[config.mk]
export PLATFORM = sky130hd
export DESIGN_NAME = dual_intc
export DESIGN_NICKNAME = d
export VERILOG_FILES = /design/src/rtl/dintc_pkg.sv /design/src/rtl/intc_core.sv /design/src/rtl/dintc_decode.sv /design/src/rtl/dual_intc.sv
export SDC_FILE = /design/constraint.sdc
export NUM_CORES = 1
export LEC_CHECK = 0
export ABC_CLOCK_PERIOD_IN_PS = 3200
export BUFFER_PORTS_ARGS = -buffer_cell sky130_fd_sc_hd__buf_2
export CORE_ASPECT_RATIO = 1.2
export CORE_MARGIN = 1.5
export CORE_UTILIZATION = 61
export CTS_BUF_LIST = sky130_fd_sc_hd__clkbuf_2
export CTS_CLUSTER_SIZE = 28
export DETAILED_ROUTE_END_ITERATION = 7
export HOLD_SLACK_MARGIN = 0.03
export PLACE_DENSITY = 0.83
export SLEW_MARGIN = 10
export SYNTH_ARGS = -nofsm -noshare
export SYNTH_HDL_FRONTEND = slang
export SYNTH_SLANG_ARGS = --single-unit
export TNS_END_PERCENT = 20
[constraint.sdc]
create_clock -name clk -period 3.2 [get_ports clk]
set_input_delay 0.32 -clock clk [delete_from_list [all_inputs] [get_ports clk]]
set_output_delay 0.32 -clock clk [all_outputs]
set_load 0.05 [all_outputs]
[src/rtl/dintc_pkg.sv]
package dintc_pkg;
   typedef enum logic [2:0] {
      ST_RAW, ST_WAIT_BASE, ST_WAIT_CASC, ST_WAIT_MODE, ST_READY
   } init_e;

   // Index of the least-significant set bit; all-ones index when empty.
   function automatic logic [2:0] low_idx(input logic [7:0] v);
      logic [2:0] r;
      r = 3'd7;
      for (int i = 7; i >= 0; i--)
         if (v[i]) r = 3'(i);
      return r;
   endfunction
endpackage

[src/rtl/intc_core.sv]
module intc_core
   import dintc_pkg::*;
#(
   parameter int         LINES      = 8,
   parameter logic [7:0] RESET_BASE = 8'h00
) (
   input  logic             clk,
   input  logic             rst_n,
   input  logic [LINES-1:0] line_in,
   input  logic             cmd_we,
   input  logic             dat_we,
   input  logic             lvl_we,
   input  logic [7:0]       wbyte,
   input  logic             ack_en,
   output logic             pend,
   output logic [7:0]       vec,
   output logic [7:0]       cmd_rd,
   output logic [7:0]       imr_o,
   output logic [7:0]       lvl_o
);
   localparam int IDXW = $clog2(LINES);

   if (LINES != 8) begin : g_bad_lines
      $error("intc_core: vector format needs exactly 8 lines");
   end

   init_e            stage;
   logic [7:0]       base, imr, isr, lvl, low_latch;
   logic [1:0]       rsel;
   logic [7:0]       irr, lowest_isr, ready, ack_bit, isr_nx;
   logic [IDXW-1:0]  idx;

   assign irr        = line_in & (lvl | low_latch);
   assign lowest_isr = isr & (~isr + 8'd1);
   assign ready      = irr & ~imr & (lowest_isr - 8'd1);
   assign pend       = |ready;
   assign idx        = low_idx(ready);
   assign vec        = {base[7:3], pend ? idx : 3'd7};
   assign ack_bit    = (ack_en && pend) ? (8'd1 << idx) : 8'd0;
   assign imr_o      = imr;
   assign lvl_o      = lvl;
   assign cmd_rd     = !rsel[1] ? 8'd0 : (rsel[0] ? isr : irr);

   always_comb begin
      isr_nx = isr | ack_bit;
      if (cmd_we && wbyte[4:3] == 2'b00 && !wbyte[7] && wbyte[5]) begin
         if (wbyte[6]) isr_nx = isr_nx & ~(8'd1 << wbyte[2:0]);
         else          isr_nx = isr_nx & ~lowest_isr;
      end
   end

   always_ff @(posedge clk or negedge rst_n) begin
      if (!rst_n) begin
         stage     <= ST_RAW;
         base      <= RESET_BASE;
         imr       <= '0;
         isr       <= '0;
         lvl       <= '0;
         low_latch <= '1;
         rsel      <= '0;
      end else if (cmd_we && wbyte[4]) begin
         stage     <= ST_WAIT_BASE;
         base      <= RESET_BASE;
         imr       <= '0;
         isr       <= '0;
         low_latch <= '1;
         rsel      <= '0;
      end else begin
         isr       <= isr_nx;
         low_latch <= (low_latch & ~ack_bit) | ~line_in;
         if (cmd_we && wbyte[3]) rsel <= wbyte[1:0];
         if (lvl_we) lvl <= wbyte;
         if (dat_we) begin
            unique case (stage)
               ST_WAIT_BASE: begin base <= {wbyte[7:3], 3'b000}; stage <= ST_WAIT_CASC; end
               ST_WAIT_CASC: stage <= ST_WAIT_MODE;
               ST_WAIT_MODE: stage <= ST_READY;
               default:      imr <= wbyte;
            endcase
         end
      end
   end
endmodule

[src/rtl/dintc_decode.sv]
module dintc_decode #(
   parameter logic [15:0] PRI_CMD_ADDR = 16'h0020,
   parameter logic [15:0] PRI_DAT_ADDR = 16'h0021,
   parameter logic [15:0] SEC_CMD_ADDR = 16'h00A0,
   parameter logic [15:0] SEC_DAT_ADDR = 16'h00A1,
   parameter logic [15:0] PRI_LVL_ADDR = 16'h04D0,
   parameter logic [15:0] SEC_LVL_ADDR = 16'h04D1
) (
   input  logic [15:0] addr,
   input  logic        wide,
   input  logic        rd,
   input  logic        wr,
   output logic [1:0]  cmd_hit,
   output logic [1:0]  dat_hit,
   output logic [1:0]  lvl_hit,
   output logic        bad
);
   logic any_hit;

   assign cmd_hit = {addr == SEC_CMD_ADDR, addr == PRI_CMD_ADDR};
   assign dat_hit = {addr == SEC_DAT_ADDR, addr == PRI_DAT_ADDR};
   assign lvl_hit = {addr == SEC_LVL_ADDR, addr == PRI_LVL_ADDR};
   assign any_hit = |{cmd_hit, dat_hit, lvl_hit};
   assign bad     = !any_hit || (rd && wr) || (wide && !(wr && |cmd_hit));
endmodule

[src/rtl/dual_intc.sv]
module dual_intc #(
   parameter logic [15:0] PRI_CMD_ADDR = 16'h0020,
   parameter logic [15:0] PRI_DAT_ADDR = 16'h0021,
   parameter logic [15:0] SEC_CMD_ADDR = 16'h00A0,
   parameter logic [15:0] SEC_DAT_ADDR = 16'h00A1,
   parameter logic [15:0] PRI_LVL_ADDR = 16'h04D0,
   parameter logic [15:0] SEC_LVL_ADDR = 16'h04D1,
   parameter int          LINES        = 8,
   parameter int          CASCADE_LINE = 2
) (
   input  logic               clk,
   input  logic               rst_n,
   input  logic [2*LINES-1:0] irq_in,
   input  logic [15:0]        addr,
   input  logic [15:0]        wdata,
   input  logic               wide,
   input  logic               rd,
   input  logic               wr,
   output logic [7:0]         rdata,
   output logic               err,
   input  logic               ack,
   output logic               ack_valid,
   output logic [7:0]         ack_vec,
   output logic               ack_none,
   output logic               cpu_irq
);
   localparam int NCTL = 2;

   if (CASCADE_LINE < 0 || CASCADE_LINE >= LINES) begin : g_bad_casc
      $error("dual_intc: cascade line outside primary range");
   end

   logic [1:0]       cmd_hit, dat_hit, lvl_hit;
   logic             bad, ok_wr, ok_rd, chain;
   logic [NCTL-1:0]  pend, ack_en;
   logic [7:0]       vec    [NCTL];
   logic [7:0]       cmd_rd [NCTL];
   logic [7:0]       imr    [NCTL];
   logic [7:0]       lvl    [NCTL];
   logic [LINES-1:0] lines  [NCTL];
   logic [7:0]       rd_mux;

   dintc_decode #(
      .PRI_CMD_ADDR(PRI_CMD_ADDR), .PRI_DAT_ADDR(PRI_DAT_ADDR),
      .SEC_CMD_ADDR(SEC_CMD_ADDR), .SEC_DAT_ADDR(SEC_DAT_ADDR),
      .PRI_LVL_ADDR(PRI_LVL_ADDR), .SEC_LVL_ADDR(SEC_LVL_ADDR)
   ) u_dec (
      .addr(addr), .wide(wide), .rd(rd), .wr(wr),
      .cmd_hit(cmd_hit), .dat_hit(dat_hit), .lvl_hit(lvl_hit), .bad(bad)
   );

   assign ok_wr = wr && !bad;
   assign ok_rd = rd && !bad;

   // Primary acknowledged first; secondary only when the cascade line wins.
   assign chain     = ack && pend[0] && (vec[0][2:0] == 3'(CASCADE_LINE));
   assign ack_en[0] = ack;
   assign ack_en[1] = chain;
   assign cpu_irq   = pend[0];

   always_comb begin
      lines[0] = irq_in[LINES-1:0];
      lines[0][CASCADE_LINE] = pend[1];
      lines[1] = irq_in[2*LINES-1:LINES];
   end

   for (genvar g = 0; g < NCTL; g++) begin : g_ctl
      logic       c_we;
      logic [7:0] byte_g;
      // Wide write: low byte to the addressed controller, high byte to the other.
      assign c_we   = ok_wr && (wide ? 1'b1 : cmd_hit[g]);
      assign byte_g = (wide && ((g == 0) == cmd_hit[1])) ? wdata[15:8] : wdata[7:0];

      intc_core #(
         .LINES(LINES),
         .RESET_BASE(g == 0 ? 8'h00 : 8'h08)
      ) u_core (
         .clk(clk), .rst_n(rst_n), .line_in(lines[g]),
         .cmd_we(c_we), .dat_we(ok_wr && dat_hit[g]), .lvl_we(ok_wr && lvl_hit[g]),
         .wbyte(byte_g), .ack_en(ack_en[g]),
         .pend(pend[g]), .vec(vec[g]), .cmd_rd(cmd_rd[g]),
         .imr_o(imr[g]), .lvl_o(lvl[g])
      );
   end

   always_comb begin
      rd_mux = 8'd0;
      for (int i = 0; i < NCTL; i++) begin
         if (cmd_hit[i]) rd_mux = cmd_rd[i];
         if (dat_hit[i]) rd_mux = imr[i];
         if (lvl_hit[i]) rd_mux = lvl[i];
      end
   end

   always_ff @(posedge clk or negedge rst_n) begin
      if (!rst_n) begin
         rdata     <= '0;
         err       <= 1'b0;
         ack_valid <= 1'b0;
         ack_vec   <= '0;
         ack_none  <= 1'b0;
      end else begin
         rdata     <= ok_rd ? rd_mux : 8'd0;
         err       <= (rd || wr) && bad;
         ack_valid <= ack;
         if (ack) begin
            ack_vec  <= chain ? vec[1] : vec[0];
            ack_none <= !pend[0];
         end
      end
   end
endmodule

==> out/summary.md, run 1 <==
* **library cells used by synthesis** 72
* **failing checks** DRC
* **site row count** 39
* **number of max-slew violations in the final report** 0
* **I/O Pins** 74
* **final count of negative-setup-slack endpoints** 0
* **Yosys top cell area share** 35.1%
* **yosys warns** 0
* **Tmin final** 3.11 ns
* **initial antenna violation count** 0
* **reg2reg setup slack** 0.29 ns
* **Synth Area per Inst** 9.19 um^2
* **final layout net count** 816
* **initial cell density of the core** 63.5%
* **crit start category** flop
* **Total Routing Usage GR** 36.8%
* **f_max** 322 MHz
* **share of the yosys chip area belonging to registers** 42.4%
* **# placed instances** 853
* **largest vdd supply drop** 0.225 mV
* **leading cell types by count after synthesis** dfrtp_1 (86), nor2_1 (70), nand2_1 (56), o21ai_0 (48), a21oi_1 (30)
* **Via density** 6.87
* **Critical Path End Type** primary output
* **CP arrival** 2.79 ns
* **overall power of the completed layout** 2260 uW
* **Port Buffers** 72
* **cell family contributing the most delay on the critical path** simple AND/OR/NAND/NOR gates
* **number of cells on the worst hold path** 3
* **global route total overflow** 0
* **cells traversed along the worst timing path** or3_4 -> nor4_4 -> nor4_2 -> buf_4 -> a21o_1 -> nand4_1 -> buf_2
* **Num Clock Sinks** 103
* **clock-pin slew reported for the worst setup and hold paths after clock tree synthesis** 0.30 ns
* **Post-synth top flop** dfrtp_1
* **via total after detailed routing** 6117
* **startpoint of the lowest-slack register-to-register path** g_ctl[1].u_core.isr[0]
* **first-pass GRT wire length** 30100 um
* **type of the setup path with the least slack** flop to primary output
* **data required time of the critical path** 2.88 ns
* **GP Congestion** 1.03
* **status** finished, violations left
* **Worst Reg2Reg Path Length in Cells** 7
* **Post-Synthesis Net Count** 721
* **Max-Cap Viols** 0
* **Post-Route Setup TNS** 0 ns
* **fraction of layout instances using a drive strength above 1** 22.0%
* **leading area contributor after synthesis** dfrtp_1
* **vias in the first global route** 5887
* **cell chosen for the clock root** clkbuf_2
* **clock tree from TritonCTS** built
* **starting DRC count in detailed routing** 879
* **HPWL after DPL** 13800 um
* **average wire length per cell after detail routing** 20.9 um
* **DRC Markers** 2
* **area growth from synthesis to layout** 14.8%
* **number of buffers inserted during clock tree synthesis** 9
* **total standard cell area after synthesis** 0.00613 mm^2
* **Routed WL** 18600 um
* **setup clock skew after layout** 0.0539 ns
* **# diodes** 0
* **hold endpoint** g_ctl[1].u_core.lvl_o[5]
* **number of flops mapped to enable cells by yosys** 0
* **Synth Instances** 667
* **cell with the most instances after synthesis** dfrtp_1
* **Crit Reg-Reg Endpoint** g_ctl[1].u_core.isr[6]
* **Hold Startpoint** wdata[5]
* **post-synthesis async set-or-reset flop share** 100%
* **worst-margin pin slew** 1.09 ns
* **largest net degree at the start of global routing** 87
* **share of the clock period used by the worst path after layout** 97.1%
* **Die Wd** 94.5 um
* **worst-case clock buffer depth** 2
* **biggest cell delay along the critical path** 0.53 ns
* **Hold Fails Final Rpt** 0
* **Power Dens Cells** 321 mW/mm^2
* **Yosys reg bits** 103
* **LEAKAGE** 0.00301 uW
* **DRT antenna net count** 0
* **largest fanout on the critical path** 10
* **Core ar.** 0.00966 mm^2
* **worst relative slew slack** 27.4%
* **Layout Cells excl Fill** 890
* **CTS HTree Levels** 3
* **ranking of synthesized cells by area** dfrtp_1 (35%), dfstp_2 (7.3%), nor2_1 (4.3%), o21ai_0 (3.9%), mux2i_1 (3.4%)
* **DIE AREA** 0.0107 mm^2
* **latest clock arrival within the worst-skew pair** 0.64 ns
* **length of the first detailed-routing pass in iterations** 8
* **unrepaired setup endpoints after global routing** false
* **die boundary height** 113 um
* **worst min-delay path class** input port to flop
* **Buf+Inv Stages, Crit Path** 2
* **crit path max-delay cell type** dfrtp_2
==> layout by cell type, fill, tap and decap left out, types with 17 or more instances in the layout <==
cell,Yosys,layout
a211oi_1,26,26
a21o_1,18,18
a21oi_1,30,30
buf_2,8,71
buf_4,2,24
dfrtp_1,86,85
dfstp_2,17,17
dlygate4sd3_1,0,21
inv_1,23,23
mux2i_1,21,21
nand2_1,56,56
nand3_1,20,20
nor2_1,70,70
o21ai_0,48,48
==> final cells by class <==
type                            instances  area (um^2)
Clock buffer                            9         45.0
Clock inverter                          7         86.3
Fill cell                             717         2620
Inverter                               24         90.1
Multi-Input combinational cell        507         3300
Sequential cell                       103         2600
Tap cell                              123          154
Timing Repair Buffer                  117          766
==> flip-flops by register name, summed over array words and instances, names as in the netlist <==
name / count
g_ctl.u_core.imr_o: 16
g_ctl.u_core.isr: 16
g_ctl.u_core.low_latch: 16
g_ctl.u_core.lvl_o: 16
g_ctl.u_core.base: 10
ack_vec: 8
rdata: 8
g_ctl.u_core.stage: 6
g_ctl.u_core.rsel: 4
ack_none: 1
ack_valid: 1
err: 1
==> routing by layer <==
metal | part of all wire (%) | global-route usage, % | vias up
li1 | - | - | 2714
met1 | 38 | 49.3 | 2887
met2 | 46 | 55.8 | 426
met3 | 10 | 5.98 | 90
met4 | 6.0 | 22.6 | 0
met5 | 0 | 0 | -
==> worst reg2reg max path, cell delays in order, from the launching register on <==
cell,delay (ns)
dfrtp_2,0.53
or3_4,0.47
nor3_1,0.32
o21ai_2,0.21
a2111oi_4,0.50
buf_12,0.22
nand4bb_1,0.21
a221oi_1,0.38
==> metrics by stage <==
stage	setup WS, ns	hold slack (ns)	instance area [um^2]	util [%]
floorplan	0.493	0.0244	6130	-
global placement	0.374	0.461	6690	69.3
detailed placement	0.276	0.466	6690	69.3
CTS	0.0714	0.0419	7030	72.8
global route	0.0303	0.0416	7040	72.8
finish	0.0926	0.0493	7040	72.8
==> worst max-delay path by stage <==
stage / slack [ns] / cells past startpoint / end / start
2_1_floorplan: 0.49 / 7 / ack_none / g_ctl[1].u_core.lvl_o[2]
3_3_place_gp: 0.37 / 7 / g_ctl[1].u_core.base[7] / addr[6]
3_5_place_dp: 0.28 / 7 / g_ctl[0].u_core.isr[1] / addr[6]
4_1_cts: 0.07 / 7 / cpu_irq / g_ctl[1].u_core.isr[0]
5_1_grt: 0.03 / 7 / cpu_irq / g_ctl[1].u_core.isr[0]
6_report: 0.09 / 7 / cpu_irq / g_ctl[1].u_core.isr[0]
==> what timing repair did <==
item | 4_1_cts | 5_1_grt
endpoints found under the hold margin | 90 | 0
setup buffers | 0 | 0
hold buffers | 21 | 0
gates resized for setup | 0 | 2
setup endpoints to repair | 0 | 1
==> report_power, final <==
group / leakage, uW / internal, uW / switching [uW]
clock: 0.0000769 / 200 / 477
sequential: 0.00132 / 1310 / 2.45
combinational: 0.00161 / 93.3 / 177
total: 0.00301 / 1610 / 657
==> kinds of logic after synthesis <==
kind of cell | count (synthesis) | share of synthesized area [%]
AND/OR/NAND/NOR | 247 | 21.9
AO/OA/AOI/OAI | 223 | 25.5
flip-flops | 103 | 42.4
buffers and inverters | 57 | 3.90
multiplexers | 37 | 6.37
(Power assumes the default switching activity.)
==> run 2, diff against run 1 <==
--- a/config.mk
+++ b/config.mk
@@ -5,6 +5,7 @@
 export SDC_FILE = /design/constraint.sdc
 export NUM_CORES = 1
 export LEC_CHECK = 0
+export ABC_AREA = 1
 export ABC_CLOCK_PERIOD_IN_PS = 3200
 export BUFFER_PORTS_ARGS = -buffer_cell sky130_fd_sc_hd__buf_2
 export CORE_ASPECT_RATIO = 1.2
==> out/summary.md, run 2 <==
* **I/O Pins** 74, unchanged
* **initial antenna violation count** 0, unchanged
* **Layout Cells excl Fill** 1099, +23%
* **layout filler cell count** 924, +29%
* **Num Clock Sinks** 103, unchanged
* **# diodes** 0, unchanged
* **Buf+Inv Stages, Crit Path** 2, unchanged
* **clock tree from TritonCTS** built
* **final design utilization** 70.5%, -2.4 points
* **met3 WL** 1250 um, -35%
* **worst min-delay path class** input port to flop
* **Post-Route Setup TNS** 0 ns, unchanged
* **library cells used by synthesis** 43, -40%
* **area growth from synthesis to layout** 12.0%
* **Post-Synthesis Net Count** 928, +29%
* **Die Wd** 95.7 um, +1.3%
* **HPWL after DPL** 13400 um, -2.9%
* **final count of negative-setup-slack endpoints** 0, unchanged
* **number of max-slew violations in the final report** 0, unchanged
* **fraction of layout instances using a drive strength above 1** 18.1%, -3.9 points
* **Met2 Wirelength** 8160 um, -3.6%
* **Critical Path End Type** primary output
* **number of buffers inserted during clock tree synthesis** 9, unchanged
* **Tmin final** 2.99 ns, -0.113 ns
* **type of the setup path with the least slack** flop to primary output
* **cell with the most instances after synthesis** nand2_1
* **initial cell density of the core** 62.9%, -0.57 points
* **Port Buffers** 72, unchanged
* **top library cells by usage in the layout, fill and taps aside** nand2_1 (227), inv_1 (101), nor2_1 (101), dfrtp_1 (86), o21ai_0 (76)
* **final layout net count** 1022, +25%
* **Yosys reg bits** 103, unchanged
* **cells traversed along the worst timing path** or2_2 -> nand3b_1 -> nor2_1 -> nor2_1 -> nand3_2 -> nand3_2 -> nand3_2 -> inv_1 -> nand2_1 -> buf_2
* **global route total overflow** 0, unchanged
* **# Post-CTS Setup Buffers** 0, unchanged
* **status** finished, final reports clean
* **Synth Instances** 874, +31%
* **latest clock arrival within the worst-skew pair** 0.60 ns, -0.04 ns
* **Total Routing Usage GR** 33.7%, -3.1 points
* **worst relative slew slack** 43.1%, +16 points
* **DIE AREA** 0.0109 mm^2, +2.6%
* **crit path max-delay cell type** dfrtp_1
* **first-pass GRT wire length** 28000 um, -6.8%
* **cell chosen for the clock root** clkbuf_2
* **leading area contributor after synthesis** dfrtp_1
* **unrepaired setup endpoints after global routing** false
* **vias in the first global route** 6005, +2.0%
* **highest metal used** met4
* **cell family contributing the most delay on the critical path** simple AND/OR/NAND/NOR gates
* **setup clock skew after layout** 0.0358 ns, -0.0181 ns
* **Max-Cap Viols** 0, unchanged
* **length of the first detailed-routing pass in iterations** 5, -3
* **Via density** 5.70, -17%
* **via total after detailed routing** 6262, +2.4%
* **DRC Markers** 0, -2
* **Post-synth top flop** dfrtp_1
* **GP Congestion** 0.989, -3.8%
* **largest fanout on the critical path** 3, -7
* **f_max** 334 MHz, +3.8%
* **starting DRC count in detailed routing** 393, -55%
* **post-synthesis async set-or-reset flop share** 100%, unchanged
* **CTS HTree Levels** 3, unchanged
* **data required time of the critical path** 2.88 ns, about the same
* **largest vdd supply drop** 0.171 mV, -24%
* **yosys warns** 0, unchanged
* **worst-margin pin slew** 0.844 ns, -0.245 ns
* **Core ar.** 0.0100 mm^2, +3.6%
* **crit start category** flop
* **CP arrival** 2.67 ns, -0.12 ns
* **leading cell types by count after synthesis** nand2_1 (227), inv_1 (101), nor2_1 (101), dfrtp_1 (86), o21ai_0 (76)
* **met1 WL** 6890 um, -2.7%
* **clock-pin slew reported for the worst setup and hold paths after clock tree synthesis** 0.28 ns, -0.02 ns
* **Power Dens Cells** 302 mW/mm^2, -6.1%
* **largest net degree at the start of global routing** 62, -29%
* **total standard cell area after synthesis** 0.00629 mm^2, +2.7%
* **average wire length per cell after detail routing** 15.8 um, -24%
* **biggest cell delay along the critical path** 0.46 ns, -0.07 ns
* **die boundary height** 114 um, +1.3%
* **site row count** 40, +2.6%
* **Hold Fails Final Rpt** 0, unchanged
* **CTS-repair resized insts** 0, unchanged
* **Yosys top cell area share** 34.2%, -0.91 points
* **Most Frequent Cell on Critical Path** nand3_2
* **Synth Area per Inst** 7.20 um^2, -22%
* **share of the clock period used by the worst path after layout** 93.6%, -3.5 points
* **# placed instances** 1065, +25%
* **WHS** 0.0790 ns, +0.0297 ns
* **number of flops mapped to enable cells by yosys** 0, unchanged
* **share of the yosys chip area belonging to registers** 41.3%, -1.1 points
* **worst-case clock buffer depth** 2, unchanged
* **ranking of synthesized cells by area** dfrtp_1 (34%), nand2_1 (14%), dfstp_2 (7.1%), o21ai_0 (6.0%), inv_1 (6.0%)
* **Routed WL** 17300 um, -6.6%
* **LEAKAGE** 0.00365 uW, +22%
* **DRT antenna net count** 0, unchanged
* **commonest non-fill, non-tap cell in the layout** nand2_1
==> run 2: layout make-up <==
class | count | area (um^2) | area share (%)
multi-input cells | 647 | 3190 | 45.2
clock inverters | 6 | 52.6 | 0.745
well taps | 126 | 158 | 2.24
flip-flops and latches | 103 | 2600 | 36.9
repair buffers | 96 | 588 | 8.34
clock buffers | 10 | 50.0 | 0.710
inverters | 111 | 419 | 5.94
==> run 2: cell families after synthesis <==
logic type	after synthesis	synth area share (%)
flip-flops	103	41.3
multiplexers	3	0.517
AND/OR/NAND/NOR	466	34.3
buffers and inverters	124	8.11
AO/OA/AOI/OAI	178	15.8
==> run 2: final timing paths <==
kind                                                    from                      endpoint  slack (ns)  cells past startpoint
worst max-delay path                g_ctl[1].u_core.lvl_o[5]                       cpu_irq        0.21                     10
worst min-delay path                                      wr                           err        0.08                      3
worst max register to register        g_ctl[1].u_core.isr[0]        g_ctl[1].u_core.isr[0]        0.62                     13
worst min register to register  g_ctl[1].u_core.low_latch[7]  g_ctl[1].u_core.low_latch[7]        0.48                      2
max in group asynchronous                              rst_n  g_ctl[0].u_core.low_latch[4]        2.06                      3
min in group asynchronous                              rst_n      g_ctl[0].u_core.imr_o[1]        0.29                      2
==> run 2: tightest hold or removal path, stage by stage <==
cell     delay, ns
buf_2         0.11
inv_1         0.15
a21oi_1       0.09
==> run 2: per-layer routing <==
metal  vias to the layer above  track usage (%)
met3                        76             5.71
li1                       3048                -
met2                       287             54.7
met1                      2851             41.4
met4                         0             20.5
met5                         -                0
==> run 2: repair_timing <==
action                                  in CTS  in global routing
endpoints found under the setup margin       0                  0
hold endpoints to repair                    70                  0
hold buffers                                18                  0
==> run 2: per-stage QoR <==
| stage | total power (uW) | area, um^2 | worst slack [ns] |
|---|---|---|---|
| after detailed placement | 1540 | 6770 | 0.550 |
| after floorplan | 1440 | 6290 | 1.03 |
| final | 2130 | 7050 | 0.206 |
| after CTS | 2130 | 7050 | 0.199 |
| after global routing | 2210 | 7050 | 0.0434 |
| after global placement | 1540 | 6770 | 0.592 |
==> run 2: power breakdown <==
group	total [uW]	internal, uW	switching [uW]
clock network	587	117	470
logic	228	73.2	155
registers	1310	1310	1.73
==> run 3, diff against run 2 <==
--- a/config.mk
+++ b/config.mk
@@ -10,13 +10,11 @@
 export BUFFER_PORTS_ARGS = -buffer_cell sky130_fd_sc_hd__buf_2
 export CORE_ASPECT_RATIO = 1.2
 export CORE_MARGIN = 1.5
-export CORE_UTILIZATION = 61
-export CTS_BUF_LIST = sky130_fd_sc_hd__clkbuf_2
+export CORE_UTILIZATION = 59
 export CTS_CLUSTER_SIZE = 28
 export DETAILED_ROUTE_END_ITERATION = 7
 export HOLD_SLACK_MARGIN = 0.03
-export PLACE_DENSITY = 0.83
-export SLEW_MARGIN = 10
+export PLACE_DENSITY = 0.81
 export SYNTH_ARGS = -nofsm -noshare
 export SYNTH_HDL_FRONTEND = slang
 export SYNTH_SLANG_ARGS = --single-unit
==> out/summary.md, run 3 (synthesis results as in run 2) <==
* **status** finished, final reports clean
* **GP Congestion** 0.974, -1.5%
* **data required time of the critical path** 2.88 ns, about the same
* **WHS** 0.112 ns, +0.0330 ns
* **die boundary height** 116 um, +1.6%
* **Power Dens Cells** 375 mW/mm^2, +24%
* **cell chosen for the clock root** clkbuf_16
* **Non-Filler Cell Area, Final** 0.00708 mm^2, +0.39%
* **average wire length per cell after detail routing** 16.6 um, +5.3%
* **Via density** 5.78, +1.5%
* **# placed instances** 1066, +0.094%
* **Routed WL** 18000 um, +3.8%
* **# diodes** 0, unchanged
* **Critical Path End Type** primary output
* **area of placed instances** 0.00677 mm^2, about the same
* **fraction of layout instances using a drive strength above 1** 18.2%, +0.15 points
* **Post-Route Setup TNS** 0 ns, unchanged
* **vias in the first global route** 5982, -0.38%
* **top library cells by usage in the layout, fill and taps aside** nand2_1 (227), inv_1 (101), nor2_1 (101), dfrtp_1 (86), o21ai_0 (76)
* **worst-case clock buffer depth** 2, unchanged
* **Max-Cap Viols** 0, unchanged
* **starting DRC count in detailed routing** 537, +37%
* **f_max** 369 MHz, +10%
* **Hold Fails Final Rpt** 0, unchanged
* **initial antenna violation count** 0, unchanged
* **I/O Pins** 74, unchanged
* **largest vdd supply drop** 0.256 mV, +49%
* **site row count** 41, +2.5%
* **HPWL after DPL** 13600 um, +1.6%
* **Core ar.** 0.0105 mm^2, +4.5%
* **type of the setup path with the least slack** flop to primary output
* **first-pass GRT wire length** 28600 um, +1.9%
* **worst relative slew slack** 53.5%, +10 points
* **latest clock arrival within the worst-skew pair** 0.37 ns, -0.23 ns
* **length of the first detailed-routing pass in iterations** 6, +1
* **final design utilization** 67.6%, -2.8 points
* **largest fanout on the critical path** 3, unchanged
* **area growth from synthesis to layout** 12.5%
* **CTS-repair resized insts** 0, unchanged
* **worst min-delay path class** input port to flop
* **commonest non-fill, non-tap cell in the layout** nand2_1
* **Num Clock Sinks** 103, unchanged
* **number of max-slew violations in the final report** 0, unchanged
* **global route total overflow** 0, unchanged
* **crit start category** flop
* **Port Buffers** 72, unchanged
* **Total Routing Usage GR** 32.5%, -1.2 points
* **via total after detailed routing** 6265, +0.048%
* **Tmin final** 2.71 ns, -0.284 ns
* **Die Wd** 97.3 um, +1.6%
* **clock-pin slew reported for the worst setup and hold paths after clock tree synthesis** 0.08 ns, -0.20 ns
* **number of buffers inserted during clock tree synthesis** 9, unchanged
* **DRT antenna net count** 0, unchanged
* **setup clock skew after layout** 0.0117 ns, -0.0241 ns
* **Layout Cells excl Fill** 1083, -1.5%
* **worst-margin pin slew** 0.692 ns, -0.152 ns
* **clock tree from TritonCTS** built
* **final count of negative-setup-slack endpoints** 0, unchanged
* **final layout net count** 1003, -1.9%
* **share of the clock period used by the worst path after layout** 84.7%, -8.9 points
* **DRC Markers** 0, unchanged
* **DIE AREA** 0.0113 mm^2, +3.3%
* **LEAKAGE** 0.00367 uW, +0.35%
* **CTS HTree Levels** 3, unchanged
* **CP arrival** 2.39 ns, -0.28 ns
* **largest net degree at the start of global routing** 58, -6.5%
* **initial cell density of the core** 60.2%, -2.7 points
* **unrepaired setup endpoints after global routing** false
run 3: cell count changes in the layout (fill, tap and decap cells not counted), sizes merged:
| cell | before | now |
|---|---|---|
| inv | 111 | 114 |
| dlygate4sd3 | 18 | 1 |
| buf | 78 | 76 |
| clkinvlp | 2 | 0 |
| clkinv | 4 | 3 |
run 3: stage by stage:
stage | worst slack [ns] | total power, uW
after detailed placement | 0.578 | 1540
after global routing | 0.322 | 2720
after CTS | 0.526 | 2650
after floorplan | 1.03 | 1440
after global placement | 0.670 | 1540
final | 0.490 | 2650
run 3: report_power, final:
group          switching (uW)  internal [uW]
sequential               1.60           1310
combinational             154           61.5
clock                     556            574
total                     711           1940
run 3: final timing paths:
kind | start | endpoint | slack (ns) | depth (start not counted)
worst min register to register | g_ctl[1].u_core.low_latch[2] | g_ctl[1].u_core.low_latch[2] | 0.46 | 2
worst min-delay path | irq_in[5] | g_ctl[0].u_core.low_latch[5] | 0.11 | 2
max in group asynchronous | rst_n | g_ctl[1].u_core.low_latch[1] | 1.93 | 3
min in group asynchronous | rst_n | g_ctl[0].u_core.isr[0] | 0.50 | 2
worst max register to register | g_ctl[0].u_core.low_latch[1] | g_ctl[1].u_core.isr[0] | 0.51 | 8
worst max-delay path | g_ctl[1].u_core.lvl_o[5] | cpu_irq | 0.49 | 10
run 3: repair_timing:
action	4_1_cts	5_1_grt
setup buffers	0	0
hold buffers	1	0
hold endpoints to repair	37	0
run 3: critical path: stages, from the launching register on:
cell,delay [ns]
dfrtp_1,0.40
or2_2,0.31
nand3b_1,0.12
nor2_1,0.05
nor2_1,0.22
nand3_2,0.20
nand3_2,0.16
nand3_2,0.15
inv_1,0.10
nand2_1,0.08
buf_2,0.23
run 3: cell type report:
class                           count  area, um^2
Clock buffer                       10         239
Clock inverter                      6        60.1
Sequential cell                   103        2600
Multi-Input combinational cell    647        3190
Tap cell                          129         161
Fill cell                         950        3390
Inverter                          111         419
Timing Repair Buffer               77         415
run 3: metal layers:
metal / GRT usage (%) / wire, um
met3: 3.23 / 1040
met5: 0 / 0
met4: 19.7 / 908
met1: 38.3 / 7080
met2: 58.4 / 8960
